**src/rtl/xbn_pkg.sv**
```systemverilog
// Package: shared constants and index helpers for the XOR Boolean network.
// Assumes: node counts and offsets are positive integers.
package xbn_pkg;

    // Number of inputs each node combines.
    localparam int FANIN = 3;

    // Wrap a node index plus an offset into the range 0..n-1.
    function automatic int wrap_idx(input int base, input int off, input int n);
        return (base + (off % n)) % n;
    endfunction

    // Width needed to hold an index into n nodes (at least one bit).
    function automatic int idx_width(input int n);
        return (n > 1) ? $clog2(n) : 1;
    endfunction

endpackage

```
**src/rtl/xbn_wiring.sv**
```systemverilog
// Module: xbn_wiring
// Builds the neighbour index table of the network at elaboration and routes,
// for every node, the states of its three source nodes onto a tap bus.
// Assumes: OFF_A, OFF_B and OFF_C are distinct and none is a multiple of N,
// which gives a 3-regular directed graph without self loops.
module xbn_wiring #(
    parameter int N     = 16,
    parameter int OFF_A = 1,
    parameter int OFF_B = 5,
    parameter int OFF_C = 11
) (
    input  logic [N-1:0]                  node_q,
    output logic [xbn_pkg::FANIN*N-1:0]   taps
);
    import xbn_pkg::*;

    localparam int IDX_W = idx_width(N);
    localparam int TBL_W = FANIN * N * IDX_W;

    // Offset of each input slot.
    localparam int SLOT_OFF [FANIN] = '{OFF_A, OFF_B, OFF_C};

    // Compute the flat neighbour table: entry (node*FANIN+slot) is a source index.
    function automatic logic [TBL_W-1:0] build_table();
        logic [TBL_W-1:0] t;
        t = '0;
        for (int nd = 0; nd < N; nd++) begin
            for (int sl = 0; sl < FANIN; sl++) begin
                t[(nd*FANIN+sl)*IDX_W +: IDX_W] = IDX_W'(wrap_idx(nd, SLOT_OFF[sl], N));
            end
        end
        return t;
    endfunction

    localparam logic [TBL_W-1:0] NB_TABLE = build_table();

    // Reject offset choices that break the regular, loop-free wiring.
    if ((OFF_A % N) == 0 || (OFF_B % N) == 0 || (OFF_C % N) == 0) begin : g_bad_zero
        $error("xbn_wiring: an offset is a multiple of N, a node would read itself");
    end
    if ((OFF_A % N) == (OFF_B % N) || (OFF_A % N) == (OFF_C % N) ||
        (OFF_B % N) == (OFF_C % N)) begin : g_bad_dup
        $error("xbn_wiring: offsets must be distinct modulo N");
    end

    for (genvar nd = 0; nd < N; nd++) begin : g_node
        for (genvar sl = 0; sl < FANIN; sl++) begin : g_slot
            localparam int SRC = int'(NB_TABLE[(nd*FANIN+sl)*IDX_W +: IDX_W]);
            // Elaboration check on each table entry: no self input.
            if (SRC == nd) begin : g_self
                $error("xbn_wiring: node lists itself as an input");
            end
            // Route the source node state onto this tap.
            assign taps[nd*FANIN+sl] = node_q[SRC];
        end
    end

endmodule

```
**src/rtl/xbn_node.sv**
```systemverilog
// Module: xbn_node
// One network node: a state flop fed by a mux that picks the challenge bit
// during load, or the XOR of the three neighbour taps on a step.
// Assumes: rst_n is synchronous and active low; load has priority over step_en.
module xbn_node (
    input  logic       clk,
    input  logic       rst_n,
    input  logic       load,
    input  logic       step_en,
    input  logic       seed_bit,
    input  logic [2:0] nb_bits,
    output logic       q
);
    logic mix;

    // Combine the three neighbour states.
    always_comb mix = nb_bits[0] ^ nb_bits[1] ^ nb_bits[2];

    // Update the node state: reset, load the challenge bit, or step.
    always_ff @(posedge clk) begin
        if (!rst_n)       q <= 1'b0;
        else if (load)    q <= seed_bit;
        else if (step_en) q <= mix;
    end

endmodule

```
**src/rtl/xbn_step_ctr.sv**
```systemverilog
// Module: xbn_step_ctr
// Counts network steps since load was released, saturating at all ones.
// Assumes: the same load and step_en priority as the nodes.
module xbn_step_ctr #(
    parameter int CNT_W = 8
) (
    input  logic             clk,
    input  logic             rst_n,
    input  logic             load,
    input  logic             step_en,
    output logic [CNT_W-1:0] count
);
    localparam logic [CNT_W-1:0] CNT_MAX = '1;

    // Advance the count on a step, holding at the top value.
    always_ff @(posedge clk) begin
        if (!rst_n)                          count <= '0;
        else if (load)                       count <= '0;
        else if (step_en && count != CNT_MAX) count <= count + 1'b1;
    end


    count_inc_chk: assert property (@(posedge clk) disable iff (!rst_n)
        (!load && step_en && count != CNT_MAX) |=> count == $past(count) + 1'b1);


    count_sat_chk: assert property (@(posedge clk) disable iff (!rst_n)
        (!load && count == CNT_MAX) |=> count == CNT_MAX);

endmodule

```
**src/rtl/xbn_core.sv**
```systemverilog
// Module: xbn_core (top)
// Synchronous XOR Boolean network of N nodes on a regular circulant graph.
// The challenge sets all nodes while load is high. Each step_en cycle with
// load low advances every node to the XOR of its three source nodes.
// Assumes: default offsets 1, 5, 11 give a valid graph for N = 16.
module xbn_core #(
    parameter int N     = 16,
    parameter int CNT_W = 8,
    parameter int OFF_A = 1,
    parameter int OFF_B = 5,
    parameter int OFF_C = 11
) (
    input  logic             clk,
    input  logic             rst_n,
    input  logic             load,
    input  logic             step_en,
    input  logic [N-1:0]     challenge,
    output logic [N-1:0]     state,
    output logic [CNT_W-1:0] steps
);
    import xbn_pkg::*;

    logic [N-1:0]       node_q;
    logic [FANIN*N-1:0] taps;

    // Route neighbour states according to the elaborated table.
    xbn_wiring #(
        .N     (N),
        .OFF_A (OFF_A),
        .OFF_B (OFF_B),
        .OFF_C (OFF_C)
    ) u_wiring (
        .node_q (node_q),
        .taps   (taps)
    );

    // One node instance per state bit.
    for (genvar nd = 0; nd < N; nd++) begin : g_nodes
        xbn_node u_node (
            .clk      (clk),
            .rst_n    (rst_n),
            .load     (load),
            .step_en  (step_en),
            .seed_bit (challenge[nd]),
            .nb_bits  (taps[nd*FANIN +: FANIN]),
            .q        (node_q[nd])
        );
    end

    // Count steps since the load was released.
    xbn_step_ctr #(
        .CNT_W (CNT_W)
    ) u_ctr (
        .clk     (clk),
        .rst_n   (rst_n),
        .load    (load),
        .step_en (step_en),
        .count   (steps)
    );

    // Drive the state output straight from the node flops.
    always_comb state = node_q;


    load_seed_chk: assert property (@(posedge clk) disable iff (!rst_n)
        load |=> (state == $past(challenge) && steps == '0));


    idle_hold_chk: assert property (@(posedge clk) disable iff (!rst_n)
        (!load && !step_en) |=> ($stable(state) && $stable(steps)));


    ones_fixed_chk: assert property (@(posedge clk) disable iff (!rst_n)
        (!load && step_en && (&state)) |=> (&state));


    zeros_fixed_chk: assert property (@(posedge clk) disable iff (!rst_n)
        (!load && step_en && state == '0) |=> state == '0);


    fanout_three_chk: assert property (@(posedge clk) disable iff (!rst_n)
        (!load && step_en && $countones(state) == 1) |=> $countones(state) == FANIN);

endmodule

```
**config.mk**
```make
export PLATFORM = sky130hd
export DESIGN_NAME = xbn_core
export DESIGN_NICKNAME = d
export VERILOG_FILES = /design/src/rtl/xbn_pkg.sv /design/src/rtl/xbn_wiring.sv /design/src/rtl/xbn_node.sv /design/src/rtl/xbn_step_ctr.sv /design/src/rtl/xbn_core.sv
export SDC_FILE = /design/constraint.sdc
export NUM_CORES = 1
export LEC_CHECK = 0
export BUFFER_PORTS_ARGS = -buffer_cell sky130_fd_sc_hd__buf_2
export CAP_MARGIN = 20
export CORE_ASPECT_RATIO = 1.25
export CORE_MARGIN = 2
export CORE_UTILIZATION = 40
export DETAILED_ROUTE_END_ITERATION = 10
export PLACE_DENSITY_LB_ADDON = 0.08
export SYNTH_ARGS = -nofsm -noshare
export SYNTH_HDL_FRONTEND = slang
export SYNTH_HIERARCHICAL = 1
export SYNTH_SLANG_ARGS = --single-unit
```
**constraint.sdc**
```tcl
create_clock -name clk -period 1.14 [get_ports clk]
set_input_delay 0.228 -clock clk [delete_from_list [all_inputs] [get_ports clk]]
set_output_delay 0.228 -clock clk [all_outputs]
set_load 0.005 [all_outputs]
```
==> impl_results.md <==
- Status: finished, violations left
- Failing checks: setup timing
- Power Density: about 1000 mW/mm2
- Initial antenna violation count: 0
- Clk Latency, worst-skew pair: roughly 260 ps
- Vias: about 1.3k
- XOR/XNOR Fraction of Synth Area: between 20% and 30%
- Core area: 0.00446 mm2
- Max-cap viol count: 0
- Final ANT Viol Nets: 0
- I/O pin cnt: 44
- Post-synthesis sequential area ratio: roughly a quarter
- Slew headroom: between 80% and 90%
- CTS tree: done
- Hpwl dp: approximately 3000 um
- Setup ws final: -44.5 ps
- Die ar.: 0.00522 mm2
- Post-CTS Hold Fix Bufs: 0
- P&R area growth vs syn: 18.9%
- WL/cell: approximately 14 um
- Largest net degree at the start of global routing: 17
- VDD IR max: 0.000384 V
- DP Area: 0.00208 mm2
- Total GRT Usage: 16.2%
- Clock skew: 2.74 ps
- Vias in the first global route: roughly 1.4k
- Final Setup Violations: 5
- First-pass detailed-route iteration total: 4
- Final Hold Viols: 0
- First-pass GRT wire length: 6520 um
- Critical path required time: 1340 ps
- Nets: roughly 250
- Synth Area in Compound Gates: about an eighth
- Critical Path Start Type: register
- Commonest cells after routing, fill and taps aside: buf_2 (42), buf_4 (28), a21oi_1 (21)
- Crit path capture type: register
- Clock slew at reported path FFs: approximately 90 ps
- Leak: roughly 0.0011 uW
- Drc violations: 0
- Slew Limit Fails: 0
- TritonCTS buffer count: 3
- Synth cell types: 22
- Die Wd: 65.0 um
- Hold Worst Slack: between 200 and 250 ps
- Syn_area_per_cell: between 9 and 10 um2
- Routed vias/inst: about 4.8
- GRT overflow: 0
- Arrival @ worst endpoint: 1380 ps
- Min Clock Period, post-route: 1180 ps
- Post-synthesis cell count: 190
- FF+latch count, synth: 24
- CTS Buffer Depth: 2
- H-tree level count: 1
- Antenna diodes: 0
- RSZ-0062 raised after global routing: true
- Maximum operating frequency: around 840 MHz
- YS warnings: 6
- FP Rows: 27
- Crit-path max FO: 4
- Die Y: around 80 um
- PortBufs: 43
- Synth Area in Adders: less than 1%
- Dpl ws: -78.6 ps
- Commonest non-fill, non-tap cell in the layout: buf_2
- Fraction of layout cells with a size suffix above 1: 48.7%
- Sum of negative setup slack: -80.1 ps
- Crit Path Class: reg2reg
- Least-Margin Pin Slew: roughly 230 ps
- Post-Route WL: roughly 3800 um
- Reg2Reg Depth: 4
- Simple-gate area share of the yosys netlist: 7.45%
- Clk root buf: clkbuf_8
- Final core utilization: between 40 and 50%
- Fill cells: about 440
- Multi-input gate area: 986 um2
- Main combinational cell family by area after synthesis: buffers and inverters
- Clock Sinks: 24
- Hold Path Stages: 3
- Global placement routability congestion: roughly 0.71
- Fin crit share: 104%
- Initial cell density of the core: about two fifths
- Multiplexer share of the synthesized area: 10.2%
- Storage element area: roughly 520 um2
- Synth Net Count: around 210
- Area of the mapped netlist: 0.00186 mm2
- Worst Hold Class: in2reg
- Initial drt markers: 46
- Final instance area: around 0.0022 mm2
## critical path, cell delays in order (launching register included)
cell and delay (ps):
dfxtp_2 350, ha_4 160, and4_4 210, a211oi_2 200, mux2i_1 210
## Yosys cell counts (all sizes together)
master  number  area share, %
xor3        16             20
inv         16            3.2
a31oi        2           0.67
a21oi       21            5.6
nand2b       3            1.0
and3         1           0.34
nor2b        4            1.5
nor3         2           0.54
dfxtp       24             26
nand4        1           0.34
a211oi       1           0.67
buf         48             19
nand3        1           0.27
ha           1           0.67
mux2i       19             10
a21boi       1           0.60
o21ai       18            4.8
a311oi       1           0.47
and4         5            2.5
nand2        5            1.0
## metal layers
metal  vias up  routed length, um  GRT usage (%)
met3         2                140           2.10
met5         -                  0              0
met2        29               1890           28.5
met4         0                 19           4.38
met1       633               1770           21.0
li1        683                  -              -
## power breakdown
group	switching (uW)	leakage, uW	internal [uW]
combinational	250	0.000905	537
clock	268	0.0000216	236
sequential	71.7	0.000206	907
## metrics by stage
stage          power (uW)  cells
2_1_floorplan        1650    190
3_3_place_gp         1740    278
3_5_place_dp         1760    278
4_1_cts              2290    282
5_1_grt              2430    282
6_report             2270    282
## sequential cells by signal (all words and copies together), names as in the netlist
register          count
u_ctr/count           8
g_nodes.u_node/q     16
## final cells by class
| class | instances | area share (%) |
|---|---|---|
| multi-input combinational | 102 | 44.5 |
| timing repair buffer | 79 | 24.0 |
| sequential | 24 | 23.7 |
| tap | 58 | 3.28 |
| inverter | 16 | 2.71 |
| clock buffer | 3 | 1.86 |
## path summary, 6_finish.rpt
check                                     from                   to  slack (ps)
worst min-delay path              challenge[6]  g_nodes[6].u_node/q         230
worst min register to register  u_ctr/count[5]       u_ctr/count[5]         550
worst max register to register  u_ctr/count[0]       u_ctr/count[5]         -40
worst max-delay path            u_ctr/count[0]       u_ctr/count[5]         -40
## kinds of logic (layout without fill, tap and decap cells)
group | after synthesis | in the layout
flip-flops | 24 | 24
XOR/XNOR | 16 | 16
multiplexers | 19 | 19
AO/OA/AOI/OAI | 44 | 44
AND/OR/NAND/NOR | 22 | 22
adder cells (fa/ha/maj) | 1 | 1
buffers and inverters | 64 | 98
## repair_timing
action	4_1_cts	5_1_grt
gates resized for setup	16	20
setup buffers	1	1
hold endpoints to repair	0	0
cloned	0	0
pin swaps	1	4
setup endpoints to repair	26	26
Note: power is estimated with default switching activity, not from simulation.
